`src/rtl/lla_pkg.sv`:
```
package lla_pkg;
    localparam int BYTE_W = 8;
    localparam int LANES  = 4;
    localparam int WORD_W = BYTE_W * LANES;
    localparam int SEL_W  = 2;
    localparam int OFF_W  = $clog2(LANES);

    typedef enum logic [1:0] {
        SZ_BYTE = 2'd0,
        SZ_HALF = 2'd1,
        SZ_WORD = 2'd2,
        SZ_RSVD = 2'd3
    } size_e;

    // lane input codes for lanes 1..3
    localparam logic [SEL_W-1:0] PICK_OWN  = 2'd0;
    localparam logic [SEL_W-1:0] PICK_HIGH = 2'd1;  // lane 1 only: memory byte 3
    localparam logic [SEL_W-1:0] PICK_ZERO = 2'd2;
    localparam logic [SEL_W-1:0] PICK_FILL = 2'd3;

    typedef enum logic {
        ST_IDLE  = 1'b0,
        ST_ARMED = 1'b1
    } ctrl_state_e;
endpackage

```
`src/rtl/lla_select_decode.sv`:
```
module lla_select_decode
    import lla_pkg::*;
(
    input  logic [OFF_W-1:0]            offset,
    input  logic [1:0]                  size,
    input  logic                        sign_ext,
    output logic [LANES-1:0][SEL_W-1:0] lane_sel,
    output logic                        misaligned
);
    logic [SEL_W-1:0] ext_code;

    always_comb begin
        ext_code   = sign_ext ? PICK_FILL : PICK_ZERO;
        lane_sel   = '0;
        misaligned = 1'b0;
        unique case (size_e'(size))
            SZ_BYTE: begin
                lane_sel[0] = offset;
                for (int k = 1; k < LANES; k++) lane_sel[k] = ext_code;
            end
            SZ_HALF: begin
                misaligned  = offset[0];
                lane_sel[0] = {offset[1], 1'b0};
                lane_sel[1] = offset[1] ? PICK_HIGH : PICK_OWN;
                for (int k = 2; k < LANES; k++) lane_sel[k] = ext_code;
            end
            SZ_WORD: begin
                misaligned = |offset;
                for (int k = 0; k < LANES; k++) lane_sel[k] = PICK_OWN;
            end
            SZ_RSVD: begin
                misaligned = 1'b1;
            end
        endcase
    end
endmodule

```
`src/rtl/lla_lane_mux.sv`:
```
module lla_lane_mux
    import lla_pkg::*;
#(
    parameter int LANE = 0
) (
    input  logic [LANES-1:0][BYTE_W-1:0] mem_bytes,
    input  logic                         fill_bit,
    input  logic [SEL_W-1:0]             sel,
    output logic [BYTE_W-1:0]            lane_out
);
    logic [3:0][BYTE_W-1:0] choices;

    generate
        if (LANE == 0) begin : g_low
            always_comb begin
                for (int k = 0; k < 4; k++) choices[k] = mem_bytes[k];
            end
        end else if (LANE == 1) begin : g_second
            always_comb begin
                choices[PICK_OWN]  = mem_bytes[1];
                choices[PICK_HIGH] = mem_bytes[LANES-1];
                choices[PICK_ZERO] = '0;
                choices[PICK_FILL] = {BYTE_W{fill_bit}};
            end
        end else begin : g_upper
            always_comb begin
                choices[PICK_OWN]  = mem_bytes[LANE];
                choices[PICK_HIGH] = '0;
                choices[PICK_ZERO] = '0;
                choices[PICK_FILL] = {BYTE_W{fill_bit}};
            end
        end
    endgenerate

    assign lane_out = choices[sel];
endmodule

```
`src/rtl/lla_ctrl.sv`:
```
module lla_ctrl
    import lla_pkg::*;
(
    input  logic clk,
    input  logic rst_n,
    input  logic req_valid,
    input  logic mem_valid,
    output logic armed,
    output logic fire
);
    ctrl_state_e state_q, state_d;

    always_ff @(posedge clk) begin
        if (!rst_n) state_q <= ST_IDLE;
        else        state_q <= state_d;
    end

    always_comb begin
        state_d = state_q;
        unique case (state_q)
            ST_IDLE:  if (req_valid) state_d = ST_ARMED;
            ST_ARMED: if (mem_valid && !req_valid) state_d = ST_IDLE;
        endcase
    end

    always_comb begin
        armed = (state_q == ST_ARMED);
        fire  = armed && mem_valid;
    end
endmodule

```
`src/rtl/load_lane_align.sv`:
```
module load_lane_align
    import lla_pkg::*;
(
    input  logic              clk,
    input  logic              rst_n,
    input  logic              req_valid,
    input  logic [OFF_W-1:0]  req_offset,
    input  logic [1:0]        req_size,
    input  logic              req_signed,
    input  logic              mem_valid,
    input  logic [WORD_W-1:0] mem_word,
    output logic              load_valid,
    output logic [WORD_W-1:0] load_value,
    output logic              load_misaligned
);
    logic [LANES-1:0][SEL_W-1:0]  dec_sel;
    logic                         dec_mis;
    logic [LANES-1:0][SEL_W-1:0]  pend_sel;
    logic                         pend_mis;
    logic [1:0]                   pend_size;
    logic                         pend_signed;
    logic                         armed;
    logic                         fire;
    logic [LANES-1:0][BYTE_W-1:0] mem_bytes;
    logic [LANES-1:0][BYTE_W-1:0] lane_out;
    logic [LANES-1:0]             lane_fill;

    lla_select_decode u_dec (
        .offset     (req_offset),
        .size       (req_size),
        .sign_ext   (req_signed),
        .lane_sel   (dec_sel),
        .misaligned (dec_mis)
    );

    lla_ctrl u_ctrl (
        .clk       (clk),
        .rst_n     (rst_n),
        .req_valid (req_valid),
        .mem_valid (mem_valid),
        .armed     (armed),
        .fire      (fire)
    );

    always_ff @(posedge clk) begin
        if (!rst_n) begin
            pend_sel    <= '0;
            pend_mis    <= 1'b0;
            pend_size   <= 2'd0;
            pend_signed <= 1'b0;
        end else if (req_valid) begin
            pend_sel    <= dec_sel;
            pend_mis    <= dec_mis;
            pend_size   <= req_size;
            pend_signed <= req_signed;
        end
    end

    assign mem_bytes = mem_word;

    genvar g;
    generate
        for (g = 0; g < LANES; g++) begin : g_lane
            if (g == 0) begin : g_nofill
                assign lane_fill[g] = 1'b0;
            end else begin : g_chain
                assign lane_fill[g] = lane_out[g-1][BYTE_W-1];
            end
            lla_lane_mux #(.LANE(g)) u_mux (
                .mem_bytes (mem_bytes),
                .fill_bit  (lane_fill[g]),
                .sel       (pend_sel[g]),
                .lane_out  (lane_out[g])
            );
        end
    endgenerate

    always_ff @(posedge clk) begin
        if (!rst_n) begin
            load_valid      <= 1'b0;
            load_value      <= '0;
            load_misaligned <= 1'b0;
        end else begin
            load_valid      <= fire;
            load_misaligned <= fire && pend_mis;
            if (fire) load_value <= lane_out;
        end
    end
endmodule

```
`config.mk`:
```
export PLATFORM = sky130hd
export DESIGN_NAME = load_lane_align
export DESIGN_NICKNAME = d
export VERILOG_FILES = /design/src/rtl/lla_pkg.sv /design/src/rtl/lla_select_decode.sv /design/src/rtl/lla_lane_mux.sv /design/src/rtl/lla_ctrl.sv /design/src/rtl/load_lane_align.sv
export SDC_FILE = /design/constraint.sdc
export NUM_CORES = 1
export LEC_CHECK = 0
export ABC_AREA = 1
export BUFFER_PORTS_ARGS = -buffer_cell sky130_fd_sc_hd__buf_4
export CAP_MARGIN = 10
export CELL_PAD_IN_SITES_DETAIL_PLACEMENT = 0
export CELL_PAD_IN_SITES_GLOBAL_PLACEMENT = 2
export CORE_MARGIN = 2
export CORE_UTILIZATION = 26
export CTS_CLUSTER_DIAMETER = 120
export DETAILED_ROUTE_END_ITERATION = 6
export GPL_TIMING_DRIVEN = 0
export PLACE_DENSITY_LB_ADDON = 0.1
export RECOVER_POWER = 50
export SLEW_MARGIN = 25
export SYNTH_ARGS = -nofsm -noshare
export SYNTH_HDL_FRONTEND = slang
export SYNTH_SLANG_ARGS = --single-unit
```
`constraint.sdc`:
```
create_clock -name clk -period 1.5 [get_ports clk]
set_clock_uncertainty 0.15 [all_clocks]
set_input_delay 0.3 -clock clk [delete_from_list [all_inputs] [get_ports clk]]
set_output_delay 0.3 -clock clk [all_outputs]
set_load 0.02 [all_outputs]
```
==> metrics.yaml <==
synth:
  avgSynthCellArea_sq_um: 7.47
  syn_area_sq_mm: 0.00199
  synth_flop_cell: "dfxtp_1"
  synthAdderAreaFrac: 0
  synth_top_family_by_area: "compound AO/OA/AOI/OAI gates"
  yosys_warnings: 0
  synthArstFlopShare: 0
  synth.top_cell.area_share: 0.423
  synthTopCellsByCount: "62 x o21ai_0, 43 x a21oi_1, 42 x dfxtp_1"
  synthXorXnorAreaFrac: 0
  synth_edf_count: 0
  synth_compound_area_frac: 0.348
  synthDistinctLibCells: 25
  synth_most_common_cell: "o21ai_0"
  syn_inst: 266
  syn_nets: 307
  post-synth-top-area-cell: "dfxtp_1"
  synth_area_leaders: "dfxtp_1 42%, o21ai_0 16%, a21oi_1 11%, nor2_1 6.0%, inv_1 4.5%"
  synthSimpleGateAreaFrac: 0.127
  synthMuxAreaShare: 0
  ys_ff_latch: 42
  ys_seq_area_frac: 0.423
clocking:
  clkLatencyLatePin_ns: 0.30
  cts_buffers: 5
  cts_tree: "built"
  postCtsHoldBufs: 0
  cts.sinks: 42
  clockBufferDepth: 2
  clkTransAtPathRegs_ns: 0.08
  htreeDepth: 2
  root_buffer: "clkbuf_8"
final_layout:
  regArea_sq_um: 842
  drive_gt1_frac: 0.264
  multi_input_area_sq_um: 970
  synthToLayoutAreaGrowth_pct: 37.5
  utilization: 0.373
  fin_area_sq_mm: 0.00273
  fin_nets: 389
  fillers: 837
  n_antenna_cell: 0
worst_setup_path:
  worstPathCellList: "buf_6, clkbuf_4, o21ai_0, o21ai_0, o21ai_0, inv_1"
  cp-end-kind: "register"
  crit_slowest_cell: "dfxtp_1"
  path_class: "reg -> reg"
  cpMostUsedCell: "o21ai_0"
  crit_buf_inv: 3
  crit_fanout: 10
  cpPeakStageDelay_ns: 0.31
  worstSetupStartpointType: "register"
  cp.arrival_ns: 1.47
  cpLargestDelayFamily: "compound AO/OA/AOI/OAI gates"
  worstPathRequired_ns: 1.55
drt:
  drc: 0
  firstDrtPassIters: 4
  drt_iter0_drc: 87
  detail_route.vias_per_cell: 4.76
  vias: 2131
  routed_wl_mm: 7.03
  wl_per_cell_microns: 15.7
  ant_nets: 0
timing:
  timing.slew.headroom: 0.693
  rsz0062_at_grt: "false"
  setup_viol: 0
  slew_viol_final: 0
  hold_viol_final: 0
  fin_crit_ns: 1.42
  worstMarginPinSlew_ns: 0.460
  clock.fmax_mhz: 703
  post-route-period-util: 0.949
job:
  max-cap-violations: 0
global_route:
  overflow: 0
  grt_pass1_vias: 2021
  antenna_found_initial: 0
  grt_pass1_wl_mm: 10.7
  grt_util_all_layers: 0.167
  grt_max_degree: 13
status:
  status: "finished, final reports clean"
floorplanning:
  core_area_sq_mm: 0.00733
  die_w_microns: 91.4
  dieArea_sq_mm: 0.00836
  start_util: 0.271
  die_y_microns: 91.4
  num_rows: 31
  ioPinCount: 75
hold_path:
  hold_path.class: "in -> reg"
pwr:
  total_leakage_power_nw: 1.19
  irDropWorstVdd_mv: 0.279
  power_density_mw_per_mm2: 958
placed_design:
  globalplace.congestion: 0.802
  place_hpwl_mm: 5.17
  dpl_cell_area_sq_mm: 0.00267
  portBuffers: 74
-- flip-flops by register name, summed over array words and instances, names as in the netlist --
register / cells
load_valid: 1
pend_mis: 1
u_ctrl.armed: 1
load_value: 32
load_misaligned: 1
pend_sel: 6
-- per-layer routing --
metal	part of all wire	global-route usage
met1	0.50	0.235
met2	0.45	0.258
met3	0.040	0.0357
met4	0.011	0.0455
met5	0	0
-- timing repair --
action,in CTS,in global routing
setup endpoints to repair,32,33
setup buffers,1,0
pin swaps,0,0
gates resized for setup,10,27
-- power by group --
part	switching [mW]	internal (mW)	leakage [nW]
logic	0.301	0.193	0.791
clock network	0.411	0.499	0.0524
registers	0.0364	1.18	0.345
total	0.748	1.87	1.19
-- area by class of cell --
cell class	instances	share of cell area
multi-input cells	181	0.355
flip-flops and latches	42	0.308
repair buffers	75	0.171
well taps	99	0.0453
plain buffers	17	0.0435
inverters	26	0.0385
clock buffers	7	0.0279
clock inverters	1	0.0110
-- cell families after synthesis --
group / after synthesis
AO/OA/AOI/OAI: 126
AND/OR/NAND/NOR: 55
buffers and inverters: 43
flip-flops: 42
-- final timing paths --
check | from | to | slack, ns | depth (start not counted)
max | pend_sel[0] | load_value[0] | 0.08 | 6
min | req_valid | pend_mis | 0.09 | 2
max reg2reg | pend_sel[0] | load_value[0] | 0.08 | 6
min reg2reg | pend_mis | load_misaligned | 0.31 | 2
-- placed cells by master (no fill, tap or decap) --
cell,n
dfxtp_2,1
nand3_4,1
bufinv_16,1
buf_12,1
o21ai_1,10
o21ai_0,51
a21oi_2,9
o21a_1,1
inv_8,1
nand3_1,2
inv_2,3
nand2_8,1
clkbuf_8,5
buf_4,51
dfxtp_1,41
clkbuf_4,5
clkbuf_2,3
o31ai_1,1
a21oi_1,43
buf_6,1
inv_1,22
nand2_1,15
o21ai_2,1
nand3_2,2
o22ai_1,1
nand2_4,2
clkbuf_1,31
nor2_1,31
nor2_4,1
a31oi_1,8
a21oi_4,1
buf_2,2
-- stage by stage --
stage / power (mW) / setup WS (ns) / hold WS [ns] / setup TNS, ns / cells
CTS: 2.67 / 0.0110 / 0.0734 / 0 / 448
global placement: 1.75 / -0.257 / 0.281 / -4.03 / 439
global route: 2.73 / 0.00286 / 0.0830 / 0 / 448
floorplan: 1.49 / 0.137 / 0.257 / 0 / 266
detailed placement: 1.75 / -0.233 / 0.285 / -3.72 / 439
finish: 2.62 / 0.0768 / 0.0872 / 0 / 448
No activity file was read; power rests on OpenSTA's default activity.
